===== src/rtl/csr_pkg.sv =====
package csr_pkg;
    localparam int REG_W        = 32;
    localparam int HALF_W       = REG_W / 2;
    localparam int CTRL_LO      = 1;
    localparam int CTRL_HI      = 10;
    localparam int NUM_CTRL     = CTRL_HI - CTRL_LO + 1;
    localparam int START_BIT    = 11;
    localparam int CLASS_LSB    = 12;
    localparam int CLASS_W      = 4;
    localparam int CLASS_EN_BIT = 16;
    localparam logic [HALF_W-1:0] MFG_ID = 16'h0106;

    // Clear positions of each control bit. Bit 4 has none; bit 9 has two.
    function automatic logic [REG_W-1:0] clear_mask(input int idx);
        logic [REG_W-1:0] m;
        m = '0;
        if (idx == 4) begin
            m = '0;
        end else if (idx == 9) begin
            m[20] = 1'b1;
            m[25] = 1'b1;
        end else begin
            m[idx + HALF_W] = 1'b1;
        end
        return m;
    endfunction

    typedef struct packed {
        logic             start;
        logic [REG_W-1:0] rd;
    } top_state_t;
endpackage


===== src/rtl/csr_ctrl_bit.sv =====
module csr_ctrl_bit (
    input  logic clk,
    input  logic rst_n,
    input  logic set_i,
    input  logic clr_i,
    output logic level_o
);
    logic level_d;
    logic level_q;

    always_comb begin
        level_d = level_q;
        if (clr_i) begin
            level_d = 1'b0;
        end else if (set_i) begin
            level_d = 1'b1;
        end
    end

    always_ff @(posedge clk) begin
        if (!rst_n) begin
            level_q <= 1'b0;
        end else begin
            level_q <= level_d;
        end
    end

    assign level_o = level_q;

    AST_SET_TAKES: assert property (@(posedge clk) disable iff (!rst_n)
        (set_i && !clr_i) |=> level_o);
    AST_CLEAR_WINS: assert property (@(posedge clk) disable iff (!rst_n)
        clr_i |=> !level_o);
    AST_LEVEL_HOLDS: assert property (@(posedge clk) disable iff (!rst_n)
        (!set_i && !clr_i) |=> $stable(level_o));
endmodule


===== src/rtl/csr_class_field.sv =====
module csr_class_field
    import csr_pkg::*;
(
    input  logic               clk,
    input  logic               rst_n,
    input  logic               load_i,
    input  logic [CLASS_W-1:0] val_i,
    output logic [CLASS_W-1:0] cls_o
);
    logic [CLASS_W-1:0] cls_d;
    logic [CLASS_W-1:0] cls_q;

    always_comb begin
        cls_d = cls_q;
        if (load_i) begin
            cls_d = val_i;
        end
    end

    always_ff @(posedge clk) begin
        if (!rst_n) begin
            cls_q <= '0;
        end else begin
            cls_q <= cls_d;
        end
    end

    assign cls_o = cls_q;

    AST_CLASS_LOCKED: assert property (@(posedge clk) disable iff (!rst_n)
        !load_i |=> $stable(cls_o));
    AST_CLASS_LOADS: assert property (@(posedge clk) disable iff (!rst_n)
        load_i |=> (cls_o == $past(val_i)));
endmodule


===== src/rtl/csr_read_image.sv =====
module csr_read_image
    import csr_pkg::*;
(
    input  logic [CTRL_HI:CTRL_LO] levels_i,
    input  logic [CLASS_W-1:0]     cls_i,
    output logic [REG_W-1:0]       img_o
);
    always_comb begin
        img_o                                = '0;
        img_o[CTRL_HI:CTRL_LO]               = levels_i;
        img_o[CLASS_LSB +: CLASS_W]          = cls_i;
        img_o[REG_W-1:HALF_W]                = MFG_ID;
    end
endmodule


===== src/rtl/csr_setclr_reg.sv =====
module csr_setclr_reg
    import csr_pkg::*;
(
    input  logic               clk,
    input  logic               rst_n,
    input  logic               wr_en,
    input  logic [REG_W-1:0]   wr_data,
    input  logic               rd_en,
    output logic [REG_W-1:0]   rd_data,
    output logic               crate_sel_rb,
    output logic               run_en,
    output logic               rb_assert,
    output logic               sr_sel,
    output logic               sr_assert,
    output logic               step_en,
    output logic               keepalive_en,
    output logic               seg_sel,
    output logic               cable_sr_en,
    output logic               tmo_inhibit,
    output logic               start_pulse,
    output logic [CLASS_W-1:0] class_val
);
    logic [CTRL_HI:CTRL_LO] set_hit;
    logic [CTRL_HI:CTRL_LO] clr_hit;
    logic [CTRL_HI:CTRL_LO] levels;
    logic [REG_W-1:0]       image;
    logic                   class_load;
    logic                   unused_wr_bits;
    top_state_t             st_d;
    top_state_t             st_q;

    assign unused_wr_bits = ^{wr_data[0], wr_data[REG_W-1:27]};

    for (genvar gi = CTRL_LO; gi <= CTRL_HI; gi++) begin : g_ctrl
        localparam logic [REG_W-1:0] CLR_M = clear_mask(gi);
        assign set_hit[gi] = wr_en & wr_data[gi];
        assign clr_hit[gi] = wr_en & (|(wr_data & CLR_M));
        csr_ctrl_bit i_bit (
            .clk     (clk),
            .rst_n   (rst_n),
            .set_i   (set_hit[gi]),
            .clr_i   (clr_hit[gi]),
            .level_o (levels[gi])
        );
    end

    assign class_load = wr_en & wr_data[CLASS_EN_BIT];

    csr_class_field i_class (
        .clk    (clk),
        .rst_n  (rst_n),
        .load_i (class_load),
        .val_i  (wr_data[CLASS_LSB +: CLASS_W]),
        .cls_o  (class_val)
    );

    csr_read_image i_image (
        .levels_i (levels),
        .cls_i    (class_val),
        .img_o    (image)
    );

    always_comb begin
        st_d       = st_q;
        st_d.start = wr_en & wr_data[START_BIT];
        if (rd_en) begin
            st_d.rd = image;
        end
    end

    always_ff @(posedge clk) begin
        if (!rst_n) begin
            st_q <= '0;
        end else begin
            st_q <= st_d;
        end
    end

    assign rd_data      = st_q.rd;
    assign start_pulse  = st_q.start;
    assign crate_sel_rb = levels[1];
    assign run_en       = levels[2];
    assign rb_assert    = levels[3];
    assign sr_sel       = levels[4];
    assign sr_assert    = levels[5];
    assign step_en      = levels[6];
    assign keepalive_en = levels[7];
    assign seg_sel      = levels[8];
    assign cable_sr_en  = levels[9];
    assign tmo_inhibit  = levels[10];

    AST_START_FIRES: assert property (@(posedge clk) disable iff (!rst_n)
        (wr_en && wr_data[START_BIT]) |=> start_pulse);
    AST_START_ONE_SHOT: assert property (@(posedge clk) disable iff (!rst_n)
        !(wr_en && wr_data[START_BIT]) |=> !start_pulse);
    AST_READ_HOLDS: assert property (@(posedge clk) disable iff (!rst_n)
        !rd_en |=> $stable(rd_data));
    AST_ID_FIELD: assert property (@(posedge clk) disable iff (!rst_n)
        rd_en |=> (rd_data[REG_W-1:HALF_W] == MFG_ID));
    AST_NO_SR_SEL_CLEAR: assert property (@(posedge clk) disable iff (!rst_n)
        (wr_en && $past(sr_sel) == 1'b1 && sr_sel == 1'b1) |=> sr_sel);
endmodule


===== config.mk =====
export PLATFORM = sky130hd
export DESIGN_NAME = csr_setclr_reg
export DESIGN_NICKNAME = d
export VERILOG_FILES = /design/src/rtl/csr_pkg.sv /design/src/rtl/csr_ctrl_bit.sv /design/src/rtl/csr_class_field.sv /design/src/rtl/csr_read_image.sv /design/src/rtl/csr_setclr_reg.sv
export SDC_FILE = /design/constraint.sdc
export NUM_CORES = 1
export LEC_CHECK = 0
export ABC_AREA = 1
export BUFFER_PORTS_ARGS = -buffer_cell sky130_fd_sc_hd__buf_4
export CORE_MARGIN = 3
export CORE_UTILIZATION = 25
export DETAILED_ROUTE_END_ITERATION = 10
export PLACE_DENSITY = 0.62
export SYNTH_ARGS = -nofsm -noshare
export SYNTH_HDL_FRONTEND = slang
export SYNTH_SLANG_ARGS = --single-unit

===== constraint.sdc =====
create_clock -name clk -period 1.1 [get_ports clk]
set_input_delay 0.11 -clock clk [delete_from_list [all_inputs] [get_ports clk]]
set_output_delay 0.11 -clock clk [all_outputs]
set_load 0.01 [all_outputs]

==> impl_results.md, run 1 <==
- Die Ht: 76.00 um
- Clock Skews: 0.004376 ns
- Postcts setup bufs: 0
- Syn_area_per_cell: 7.469 um2
- Die ar.: 5775 um2
- Maxcap violations: 0
- WL per Instance: 10.52 um
- Finished Layout Cells: 288
- Crit-path leading delay family: flip-flops
- Seq/Total Area, Yosys: 49.03%
- Largest net degree at the start of global routing: 30
- Via count: 1135
- #FFs+latches synth: 30
- Crit. End Element: output pin
- Area grow syn2layout: 41.06%
- Setup TNS: 0 ns
- Total power: 2.489 mW
- Row cnt: 24
- Worst-path fanout max: 3
- Drt first pass iters: 4
- First-pass GRT wire length: 4747 um
- Area leader, netlist: dfxtp_1
- Slowest stage delay, CP: 0.37 ns
- Finished Cell Area: 1728 um2
- Cell variety after synth: 14
- Fin. Hold Viols: 0
- Worst path bufs/invs: 1
- Crit path cell chain: buf_4
- CTS tree: yes
- CP startpoint kind: register
- Number of global-route vias before repair: 1069
- Placed Area: 1637 um2
- I/O pin total: 83
- Root Buffer Master: clkbuf_8
- Final net count: 258
- Clock sink total: 30
- Gate Count Post-Synth: 164
- CTS buffer count: 5
- PD cells: 1441 nW/um2
- Crit Path Category: register to output pin
- Period utilisation layout: 80.93%
- Final setup vio count: 0
- Hpwl dp: 2083 um
- CTS H-Tree Depth: 2
- Layout cells sized above 1: 30.94%
- Final min period: 0.8903 ns
- Mapped Area: 1225 um2
- Initial antenna violation count: 0
- Yosys Warn Count: 0
- Static Leakage: 0.8928 nW
- Max-slew violations: 0
- CTS max path bufs: 2
- N_diodes: 0
- WL final: 3030 um
- Skew-Pair Late Insertion Delay: 0.27 ns
- CP arrival: 0.78 ns
- GRT overflow: 0
- RSZ-0062 raised after global routing: no
- Top cells by area, synth: dfxtp_1 49%, nor2_1 15%, buf_4 12%
- WHS: 0.05414 ns
- DRC: 0
- Critical-path top delay cell: dfxtp_1
- Starting DRT DRC Count: 34
- CTS Hold Bufs: 0
- IO buf count: 61
- Max rail drop VDD: 700.3 uV
- Hold Path Class: primary input to register
- Antenna Nets Post-Route: 0
- Worst-path clk slew: 0.06 ns
- Post-CTS Resized: 0
- Total GRT Usage: 10.18%
- Starting Density: 27.01%
- Inst Count DP: 280
- Fmax: 1.123 GHz
- DIE WIDTH: 76.00 um
- GP Congestion: 0.6370
- Status: finished clean
- Vias/cell: 3.941
- Area of the core: 4534 um2
- Req. time, crit path: 0.99 ns
- Top cell type's share of synthesized area: 49.03%
layer usage:
layer | GRT usage (%) | share of wire, % | vias up
met4 | 3.804 | 0.53 | 0
met1 | 11.52 | 44 | 490
met3 | 4.728 | 9.5 | 2
li1 | - | - | 591
met2 | 16.76 | 46 | 52
met5 | 0 | 0 | -
synth_stat cells:
master	number
nor2_1	48
nand3_1	1
buf_6	2
buf_2	2
inv_2	1
buf_4	19
o21ai_0	7
nand2_1	29
a21oi_1	9
dfxtp_1	30
conb_1	1
inv_1	6
clkbuf_2	1
o21ai_1	8
cell families after synthesis:
logic type,Yosys count,synth area share [%]
buffers and inverters,31,16.85
and+or+nand+nor,78,24.00
other,1,0.3061
DFF,30,49.03
AOI/OAI and AO/OA,24,9.805
state kept, by name, summed over array words and instances, names as in the netlist:
name and flops:
rd_data 15, g_ctrl.i_bit.level_o 10, start_pulse 1, i_class.cls_o 4
area by class of cell:
type,instances,area (um2)
Fill cell,480,2806
Sequential cell,30,600.6
Multi-Input combinational cell,117,470.5
Timing Repair Buffer,61,457.9
Clock buffer,7,86.33
Tap cell,65,81.33
Inverter,7,26.28
Clock inverter,1,5.005
final timing paths:
path | startpoint | slack [ns] | cells past startpoint | endpoint
max | i_class.cls_o[1]$_SDFFE_PN0P_ | 0.21 | 1 | class_val[1]
min | wr_data[12] | 0.05 | 3 | i_class.cls_o[0]$_SDFFE_PN0P_
max reg2reg | i_class.cls_o[1]$_SDFFE_PN0P_ | 0.43 | 4 | i_class.cls_o[1]$_SDFFE_PN0P_
min reg2reg | rd_data[1]$_SDFFE_PN0P_ | 0.49 | 2 | rd_data[1]$_SDFFE_PN0P_
tightest hold or removal path, delay by kind of cell:
kind | cells | cell delay [ns]
buffers and inverters | 1 | 0.07
and+or+nand+nor | 2 | 0.11
power by group:
| group | switching (mW) | leakage, nW | internal, mW | total, mW |
|---|---|---|---|---|
| sequential | 0.0430 | 0.248 | 1.15 | 1.20 |
| clock | 0.387 | 0.0482 | 0.504 | 0.890 |
| combinational | 0.203 | 0.597 | 0.199 | 0.402 |
| total | 0.632 | 0.893 | 1.86 | 2.49 |
stage by stage:
stage / util (%) / worst slack [ns]
after floorplan: - / 0.4604
after global placement: 36.09 / 0.2298
after detailed placement: 36.09 / 0.2133
after CTS: 38.11 / 0.1897
after global routing: 38.11 / 0.1375
final: 38.11 / 0.2097
placed cells by master (no fill, tap or decap), drive strengths merged:
master,synthesis,final
buf,23,61
nor2,48,48
dfxtp,30,30
nand2,29,29
conb,1,15
o21ai,15,15
a21oi,9,9
inv,7,7
clkbuf,1,7
nand3,1,1
clkinv,0,1
Power figures use the tool's default switching activity.
==> run 2, diff against run 1 <==
Clock period 1.1 ns to 0.9 ns, I/O delays scaled along.
==> impl_results.md, run 2 (synthesis gave the netlist of run 1 again) <==
- Crit Path Category: register to output pin
- Total power: 2.996 mW
- Row cnt: 24
- Worst r2r path cells: 2
- Starting DRT DRC Count: 20
- Status: finished clean
- Final net count: 259
- Critical-path top delay cell: dfxtp_1
- Hold Path Class: primary input to register
- N_diodes: 0
- CP arrival: 0.77 ns
- WL final: 3029 um
- Most frequent cells in the layout: 61 x buf_4, 48 x nor2_1, 29 x nand2_1
- Vias/cell: 3.983
- Number of cells on the critical path: 1
- Number of global-route vias before repair: 1071
- Commonest non-fill, non-tap cell in the layout: buf_4
- Slowest stage delay, CP: 0.36 ns
- Fmax: 1.169 GHz
- Max rail drop VDD: 537.9 uV
- Root Buffer Master: clkbuf_8
- Layout cells sized above 1: 33.78%
- I/O pin total: 83
- Initial antenna violation count: 0
- Die ar.: 5775 um2
- Via count: 1143
- Worst path bufs/invs: 1
- Skew-Pair Late Insertion Delay: 0.27 ns
- DRC: 0
- CTS Hold Bufs: 0
- Clock sink total: 30
- WHS Path Cells: 3
- Period utilisation layout: 95.07%
- Worst-path fanout max: 3
- Clock Skews: 0.004267 ns
- Req. time, crit path: 0.81 ns
- Drt first pass iters: 4
- Max reg flops: 15
- Total GRT Usage: 10.67%
- CP startpoint kind: register
- Area grow syn2layout: 42.59%
- PD cells: 1715 nW/um2
- CTS H-Tree Depth: 2
- RSZ-0062 raised after global routing: no
- CTS max path bufs: 2
- IO buf count: 61
- Antenna Nets Post-Route: 0
- Post-CTS Resized: 0
- Postcts setup bufs: 0
- Static Leakage: 0.8991 nW
- Max-slew violations: 0
- Area of the core: 4534 um2
- Hpwl dp: 2144 um
- Maxcap violations: 0
- Largest net degree at the start of global routing: 30
- Die Ht: 76.00 um
- Setup TNS: 0 ns
- CTS tree: yes
- Crit-path leading delay family: flip-flops
- WL per Instance: 10.55 um
- Final min period: 0.8556 ns
- Final setup vio count: 0
- First-pass GRT wire length: 4981 um
- DIE WIDTH: 76.00 um
- GP Congestion: 0.6776
- CTS buffer count: 5
- GRT overflow: 0
- Crit. End Element: output pin
- Worst-path clk slew: 0.06 ns
- Crit path cell chain: buf_4
- Fin. Hold Viols: 0
- Starting Density: 27.01%
-- run 2: final timing paths --
kind / end / slack [ns] / startpoint
worst min register to register: rd_data[17]$_SDFFE_PN0P_ / 0.48 / rd_data[17]$_SDFFE_PN0P_
worst max register to register: rd_data[6]$_SDFFE_PN0P_ / 0.26 / rd_data[6]$_SDFFE_PN0P_
worst min-delay path: i_class.cls_o[2]$_SDFFE_PN0P_ / 0.04 / wr_data[14]
worst max-delay path: sr_sel / 0.04 / g_ctrl[4].i_bit.level_o$_SDFFE_PN0P_
-- run 2: routing by layer --
metal	wire, um	track usage [%]	vias up	part of all wire (%)
met1	1282	11.57	499	42
met5	0	0	-	0
met2	1412	17.73	49	47
met4	52	4.891	0	1.7
li1	-	-	589	-
met3	281	4.965	6	9.3
-- run 2: layout make-up --
type | instances | area, um2
repair buffers | 62 | 478.0
fillers | 489 | 2788
well taps | 65 | 81.33
inverters | 7 | 26.28
clock buffers | 6 | 82.58
multi-input cells | 117 | 470.5
flip-flops and latches | 30 | 608.1
-- run 2: per-stage QoR --
stage	util (%)	hold slack (ns)	cell area, um2	std cells	setup slack [ns]
6_report	38.52	0.03724	1747	287	0.04438
5_1_grt	38.52	0.03487	1747	287	0.0009149
4_1_cts	38.36	0.02444	1739	287	0.01107
3_5_place_dp	36.53	0.3176	1657	281	0.1123
3_3_place_gp	36.53	0.3138	1657	281	0.1472
2_1_floorplan	-	0.2118	1277	178	0.2631
-- run 2: worst reg2reg max path: stages, from the launching register on --
cell	delay, ns
dfxtp_1	0.31
o21ai_0	0.17
nor2_1	0.06
-- run 2: power breakdown --
part / total, mW / switching (mW) / leakage, nW / internal (mW)
Clock: 1.03 / 0.440 / 0.0431 / 0.588
Combinational: 0.502 / 0.249 / 0.606 / 0.253
Sequential: 1.47 / 0.0520 / 0.250 / 1.41
Total: 3.00 / 0.741 / 0.899 / 2.26
